$ cat config.mk
export PLATFORM = sky130hd
export DESIGN_NAME = irq_trigger_stage
export DESIGN_NICKNAME = d
export VERILOG_FILES = /design/src/rtl/irq_trig_pkg.sv /design/src/rtl/trig_cfg_regs.sv /design/src/rtl/trig_line_detect.sv /design/src/rtl/irq_trigger_stage.sv
export SDC_FILE = /design/constraint.sdc
export NUM_CORES = 1
export LEC_CHECK = 0
export ABC_AREA = 1
export BUFFER_PORTS_ARGS = -buffer_cell sky130_fd_sc_hd__buf_2
export CAP_MARGIN = 20
export CORE_MARGIN = 1.5
export CORE_UTILIZATION = 50
export DETAILED_ROUTE_END_ITERATION = 8
export GPL_ROUTABILITY_DRIVEN = 0
export PLACE_DENSITY_LB_ADDON = 0.25
export SYNTH_ARGS = -nofsm -noshare
export SYNTH_HDL_FRONTEND = slang
export SYNTH_HIERARCHICAL = 1
export SYNTH_SLANG_ARGS = --single-unit
$ cat constraint.sdc
create_clock -name clk -period 1.7 [get_ports clk]
set_input_delay 0.255 -clock clk [delete_from_list [all_inputs] [get_ports clk]]
set_output_delay 0.255 -clock clk [all_outputs]
set_load 0.02 [all_outputs]
$ cat src/rtl/irq_trig_pkg.sv
// Shared definitions for the interrupt trigger detector.
// Assumes: mode fields are 2 bits, and four fields share one configuration byte.
package irq_trig_pkg;

    localparam int MODE_W          = 2;
    localparam int CFG_BYTE_W      = 8;
    localparam int FIELDS_PER_BYTE = CFG_BYTE_W / MODE_W;

    // Trigger mode codes; bit 1 selects level sensing.
    typedef enum logic [MODE_W-1:0] {
        TRIG_FALL = 2'b00,
        TRIG_RISE = 2'b01,
        TRIG_LOW  = 2'b10,
        TRIG_HIGH = 2'b11
    } trig_mode_e;

    localparam trig_mode_e TRIG_RESET = TRIG_FALL;

    // True when a mode code senses levels instead of changes.
    function automatic logic mode_is_level(input logic [MODE_W-1:0] m);
        return m[MODE_W-1];
    endfunction

endpackage

$ cat src/rtl/trig_cfg_regs.sv
// Trigger-mode configuration storage.
// Holds one mode field per group. Four fields are packed per byte, and group 4b+g
// sits at bits [2g+1:2g] of byte b. Reads are combinational on the address;
// writes land at the clock edge. Assumes byte offsets beyond the last group are
// unused: writes there are dropped and reads return zero.
module trig_cfg_regs
    import irq_trig_pkg::*;
#(
    parameter int N_GROUPS   = 8,
    parameter int CFG_ADDR_W = 1
) (
    input  logic                       clk,
    input  logic                       rst_n,
    input  logic                       we_i,
    input  logic [CFG_ADDR_W-1:0]      addr_i,
    input  logic [CFG_BYTE_W-1:0]      wdata_i,
    output logic [CFG_BYTE_W-1:0]      rdata_o,
    output logic [N_GROUPS*MODE_W-1:0] mode_flat_o
);

    localparam int N_BYTES = (N_GROUPS + FIELDS_PER_BYTE - 1) / FIELDS_PER_BYTE;

    logic [MODE_W-1:0] mode_q [N_GROUPS];

    for (genvar gi = 0; gi < N_GROUPS; gi++) begin : g_field
        localparam int BYTE_IDX = gi / FIELDS_PER_BYTE;
        localparam int SLOT     = gi % FIELDS_PER_BYTE;

        logic hit;
        assign hit = we_i && (addr_i == CFG_ADDR_W'(BYTE_IDX));

        // Load this group's field from its slot of the written byte.
        always_ff @(posedge clk) begin
            if (!rst_n) begin
                mode_q[gi] <= TRIG_RESET;
            end else if (hit) begin
                mode_q[gi] <= wdata_i[SLOT*MODE_W +: MODE_W];
            end
        end

        assign mode_flat_o[gi*MODE_W +: MODE_W] = mode_q[gi];
    end

    // Assemble the addressed byte from the fields it contains.
    always_comb begin
        rdata_o = '0;
        for (int g = 0; g < N_GROUPS; g++) begin
            if (addr_i == CFG_ADDR_W'(g / FIELDS_PER_BYTE)) begin
                rdata_o[(g % FIELDS_PER_BYTE)*MODE_W +: MODE_W] = mode_q[g];
            end
        end
    end

    // Elaboration guard: the address must reach every byte.
    if ((1 << CFG_ADDR_W) < N_BYTES) begin : g_bad_addr_w
        initial $error("trig_cfg_regs: CFG_ADDR_W too narrow for %0d bytes", N_BYTES);
    end

endmodule

$ cat src/rtl/trig_line_detect.sv
// Trigger detector for a single line.
// Keeps a registered copy of the line. In an edge mode it flags any difference
// between the line and that copy. In a level mode it flags the line being 1.
// The flag is registered, so it appears one cycle after the condition.
// During reset the copy follows the line, so a line already high at release
// is not mistaken for an edge.
module trig_line_detect
    import irq_trig_pkg::*;
(
    input  logic              clk,
    input  logic              rst_n,
    input  logic              line_i,
    input  logic [MODE_W-1:0] mode_i,
    output logic              req_set_o
);

    logic prev_q;
    logic hit;

    // Qualify the current sample against the selected rule.
    always_comb begin
        if (mode_is_level(mode_i)) begin
            hit = line_i;
        end else begin
            hit = line_i ^ prev_q;
        end
    end

    // Track the line and register the request-set flag.
    always_ff @(posedge clk) begin
        if (!rst_n) begin
            prev_q    <= line_i;
            req_set_o <= 1'b0;
        end else begin
            prev_q    <= line_i;
            req_set_o <= hit;
        end
    end

endmodule

$ cat src/rtl/irq_trigger_stage.sv
// Input conditioning stage for external interrupt lines.
// Holds a packed trigger-mode configuration and turns line activity into
// one-cycle request-set pulses for the priority controller.
// Assumes the lines are synchronous to clk and N_LINES is a multiple of LINES_PER_GROUP.
module irq_trigger_stage
    import irq_trig_pkg::*;
#(
    parameter int N_LINES         = 8,
    parameter int LINES_PER_GROUP = 1,
    parameter int CFG_ADDR_W      = 1
) (
    input  logic                  clk,
    input  logic                  rst_n,
    input  logic                  cfg_we_i,
    input  logic [CFG_ADDR_W-1:0] cfg_addr_i,
    input  logic [7:0]            cfg_wdata_i,
    output logic [7:0]            cfg_rdata_o,
    input  logic [N_LINES-1:0]    line_i,
    output logic [N_LINES-1:0]    req_set_o
);

    localparam int N_GROUPS = N_LINES / LINES_PER_GROUP;

    logic [N_GROUPS*MODE_W-1:0] mode_flat;

    trig_cfg_regs #(
        .N_GROUPS   (N_GROUPS),
        .CFG_ADDR_W (CFG_ADDR_W)
    ) u_cfg (
        .clk         (clk),
        .rst_n       (rst_n),
        .we_i        (cfg_we_i),
        .addr_i      (cfg_addr_i),
        .wdata_i     (cfg_wdata_i),
        .rdata_o     (cfg_rdata_o),
        .mode_flat_o (mode_flat)
    );

    for (genvar li = 0; li < N_LINES; li++) begin : g_line
        localparam int GRP = li / LINES_PER_GROUP;

        trig_line_detect u_det (
            .clk       (clk),
            .rst_n     (rst_n),
            .line_i    (line_i[li]),
            .mode_i    (mode_flat[GRP*MODE_W +: MODE_W]),
            .req_set_o (req_set_o[li])
        );
    end

endmodule

==> flow_summary_export.csv <==
group,metric,value,unit
critical_path,worstPathRequired,1.44,ns
drt,dr_total_vias,956,
drt,avgViaCountPerCell,4.76,
power_and_ir_drop,clockPowerShare,0.269,
global_routing,antenna_found_initial,0,
critical_path,r2r-start,"u_cfg/mode_q[5][1]",
yosys,syn_inst,127,
critical_path,cp_max_fo,2,
clock_network,clock_sinks,32,
critical_path,reg2reg_to,"g_line[5].u_det/req_set_o",
clock_network,cts-root-buf,"clkbuf_4",
drt,firstDrtPassIters,4,
critical_path,critPathMaxStageDelay,0.42,ns
sta,slew_headroom,0.808,
critical_path,reg2regPathDepth,4,
drt,antenna_left,0,
drt,finalWirelength,2.21,mm
hold_path,worstHoldPathCells,1,
yosys,synth_nets,147,
yosys,synth_xor_area_frac,0,
critical_path,cp.arrival,1.04,ns
sta,max_freq,770,MHz
drt,drt_first_iter_violations,17,
global_routing,met1_usage,0.192,
critical_path,crit_chain,"nand2_1 -> nand2_1 -> buf_2",
layout,n_fill_cell,207,
floorplan,fp.dieW,53.1,um
yosys,yosys.area.top_type,"edfxtp_1",
global_routing,grt_use_met2,0.327,
sta,tightest_slew,0.288,ns
clock_network,clk_pin_slew,0.10,ns
floorplan,fp.dieH,53.1,um
yosys,synth_top_flop_cell,"edfxtp_1",
layout,finalNetCount,192,
sta,slew_viol_final,0,
yosys,yosys.area_share.simple,0.259,
clock_network,cts_setup_buffers,0,
floorplan,die_area,0.00282,mm^2
power_and_ir_drop,pwr-share-seq,0.591,
critical_path,setup.worst_path.end_class,"primary output",
layout,syn2layout_area_growth,22.2,%
sta,rsz0062_at_grt,"no",
clock_network,max-clock-path-buffers,2,
floorplan,start_util,0.546,
power_and_ir_drop,comb_power_share,0.140,
placement,hpwl,1.63,mm
layout,drive_above_1_share,0.324,
clock_network,htree_num_levels,2,
floorplan,coreArea,0.00230,mm^2
sta,setup_viol,0,
drt,drcViolationCount,0,
hold_path,hold_path_class,"input pin to flip-flop",
global_routing,top_usage_layer,"met2",
yosys,ys_seq_area_frac,0.638,
power_and_ir_drop,power.net_switching,0.401,mW
yosys,synth-edff-count,16,
power_and_ir_drop,vdd_drop_max,0.608,mV
sta,fin_tns_setup,0,ns
placement,io_buffer_count,35,
global_routing,grt_pass1_vias,895,
global_routing,grt_usage,0.189,
critical_path,reg2reg_slack,0.93,ns
clock_network,cts_tree,"done",
global_routing,grt-ovfl-total,0,
yosys,ys_warn_count,6,
yosys,synthTopCellsByArea,"edfxtp_1, dfxtp_1, nand2_1",
power_and_ir_drop,power_density,982,mW/mm^2
critical_path,slowest_stage,"edfxtp_1",
floorplan,io_pins,36,
yosys,async_flop_share,0,
yosys,avgSynthCellArea,9.88,um^2
yosys,synth-compound-area-share,0.0399,
global_routing,grt_pass1_wl,3.55,mm
global_routing,grtUsageMet3,0.0932,
critical_path,worst-path-buf-inv,1,
yosys,synth_top_area_frac,0.383,
power_and_ir_drop,p_int,1.11,mW
clock_network,cts_hold_buf,0,
power_and_ir_drop,power.total,1.51,mW
power_and_ir_drop,cellLeakagePower,0.768,nW
clock_network,insertion_delay,0.33,ns
critical_path,worst_path_dominant_cell_family,"flip-flops",
yosys,synth_most_common_cell,"nand2_1",
clock_network,cts_buffers,5,
drt,wl_per_cell,11.0,um
sta,fin_crit,1.30,ns
hold_path,hp-start,"line_i[3]",
yosys,synth_cell_types,11,
global_routing,grt_max_degree,13,
layout,multiInputGateArea,375,um^2
yosys,synthMuxAreaShare,0,
sta,fin_crit_sh,0.764,
yosys,synthAdderAreaFrac,0,
outcome,status,"finished clean",
run,drv_cap,0,
yosys,synth_area,0.00125,mm^2
critical_path,crit_top_cell,"nand2_1",
sta,fin_skew,0.00582,ns
sta,hold_viol_final,0,
critical_path,cp-start-kind,"flip-flop",
critical_path,crit_type,"flip-flop to primary output",
power_and_ir_drop,swShare,0.266,
clock_network,cts_resized,0,
yosys,ys_seq_elements,32,
layout,seq_area,801,um^2
floorplan,rows,17,
critical_path,crit_path_start,"u_cfg/mode_q[5][1]",
hold_path,hold_path_end,"g_line[3].u_det/prev_q",
layout,diodes,0,
yosys,synth_common_cells,"nand2_1, nor2_1, inv_1, dfxtp_1, edfxtp_1",
yosys,synth_top_family_by_area,"simple AND/OR/NAND/NOR gates",
## worst reg2reg max path, delay by kind of cell, from the launching register on
kind	cells	cell delay [ns]
buf+inv	1	0.11
flops	1	0.42
simple gates	3	0.16
## worst max path at each step
| stage | depth (start not counted) | endpoint | slack (ns) |
|---|---|---|---|
| finish | 3 | cfg_rdata_o[3] | 0.40 |
| CTS | 3 | cfg_rdata_o[3] | 0.37 |
| global route | 3 | cfg_rdata_o[7] | 0.30 |
| detailed placement | 4 | u_cfg/mode_q[5][1] | 0.33 |
| global placement | 4 | u_cfg/mode_q[7][1] | 0.34 |
| floorplan | 2 | u_cfg/mode_q[0][0] | 0.30 |
## cells by family after synthesis
logic type,after synthesis
AO/OA/AOI/OAI,10
flip-flops,32
buffers and inverters,19
AND/OR/NAND/NOR,66
## metal layers
| metal | routed length [um] | vias up |
|---|---|---|
| li1 | - | 494 |
| met1 | 925 | 433 |
| met2 | 1110 | 25 |
| met3 | 135 | 4 |
| met4 | 36 | 0 |
| met5 | 0 | - |
## layout by cell type, fill, tap and decap left out, drive strengths merged
cell / n
o21ai: 2
a21oi: 8
clkinv: 1
inv: 18
nand2: 32
dfxtp: 16
buf: 39
nand3: 10
edfxtp: 16
clkbuf: 7
nor2: 24
## power by group through the flow
stage | logic, mW | registers, mW | clock network, mW
after floorplan | 0.106 | 0.922 | 0
after detailed placement | 0.213 | 0.908 | 0
after global placement | 0.207 | 0.906 | 0
after CTS | 0.214 | 0.890 | 0.422
after global routing | 0.236 | 0.896 | 0.462
final | 0.211 | 0.890 | 0.405
## metrics by stage
stage	instance area [um^2]	util	hold WS, ns	setup WS (ns)	instances
after global routing	1530	0.668	0.0284	0.305	201
after global placement	1480	0.646	0.394	0.341	193
after floorplan	1250	-	0.283	0.296	127
after CTS	1530	0.668	0.0472	0.374	201
after detailed placement	1480	0.646	0.397	0.331	193
final	1530	0.668	0.0622	0.402	201
## cell type report
cell class / instances / area share
flip-flops and latches: 32 / 0.522
well taps: 28 / 0.0228
repair buffers: 39 / 0.134
inverters: 18 / 0.0440
multi-input cells: 76 / 0.245
clock buffers: 7 / 0.0294
clock inverters: 1 / 0.00326
## sequential cells by signal, summed over array words and instances (netlist names)
| signal | count |
|---|---|
| g_line.u_det/req_set_o | 8 |
| u_cfg/mode_q | 16 |
| g_line.u_det/prev_q | 8 |
No activity file was read; power rests on OpenSTA's default activity.
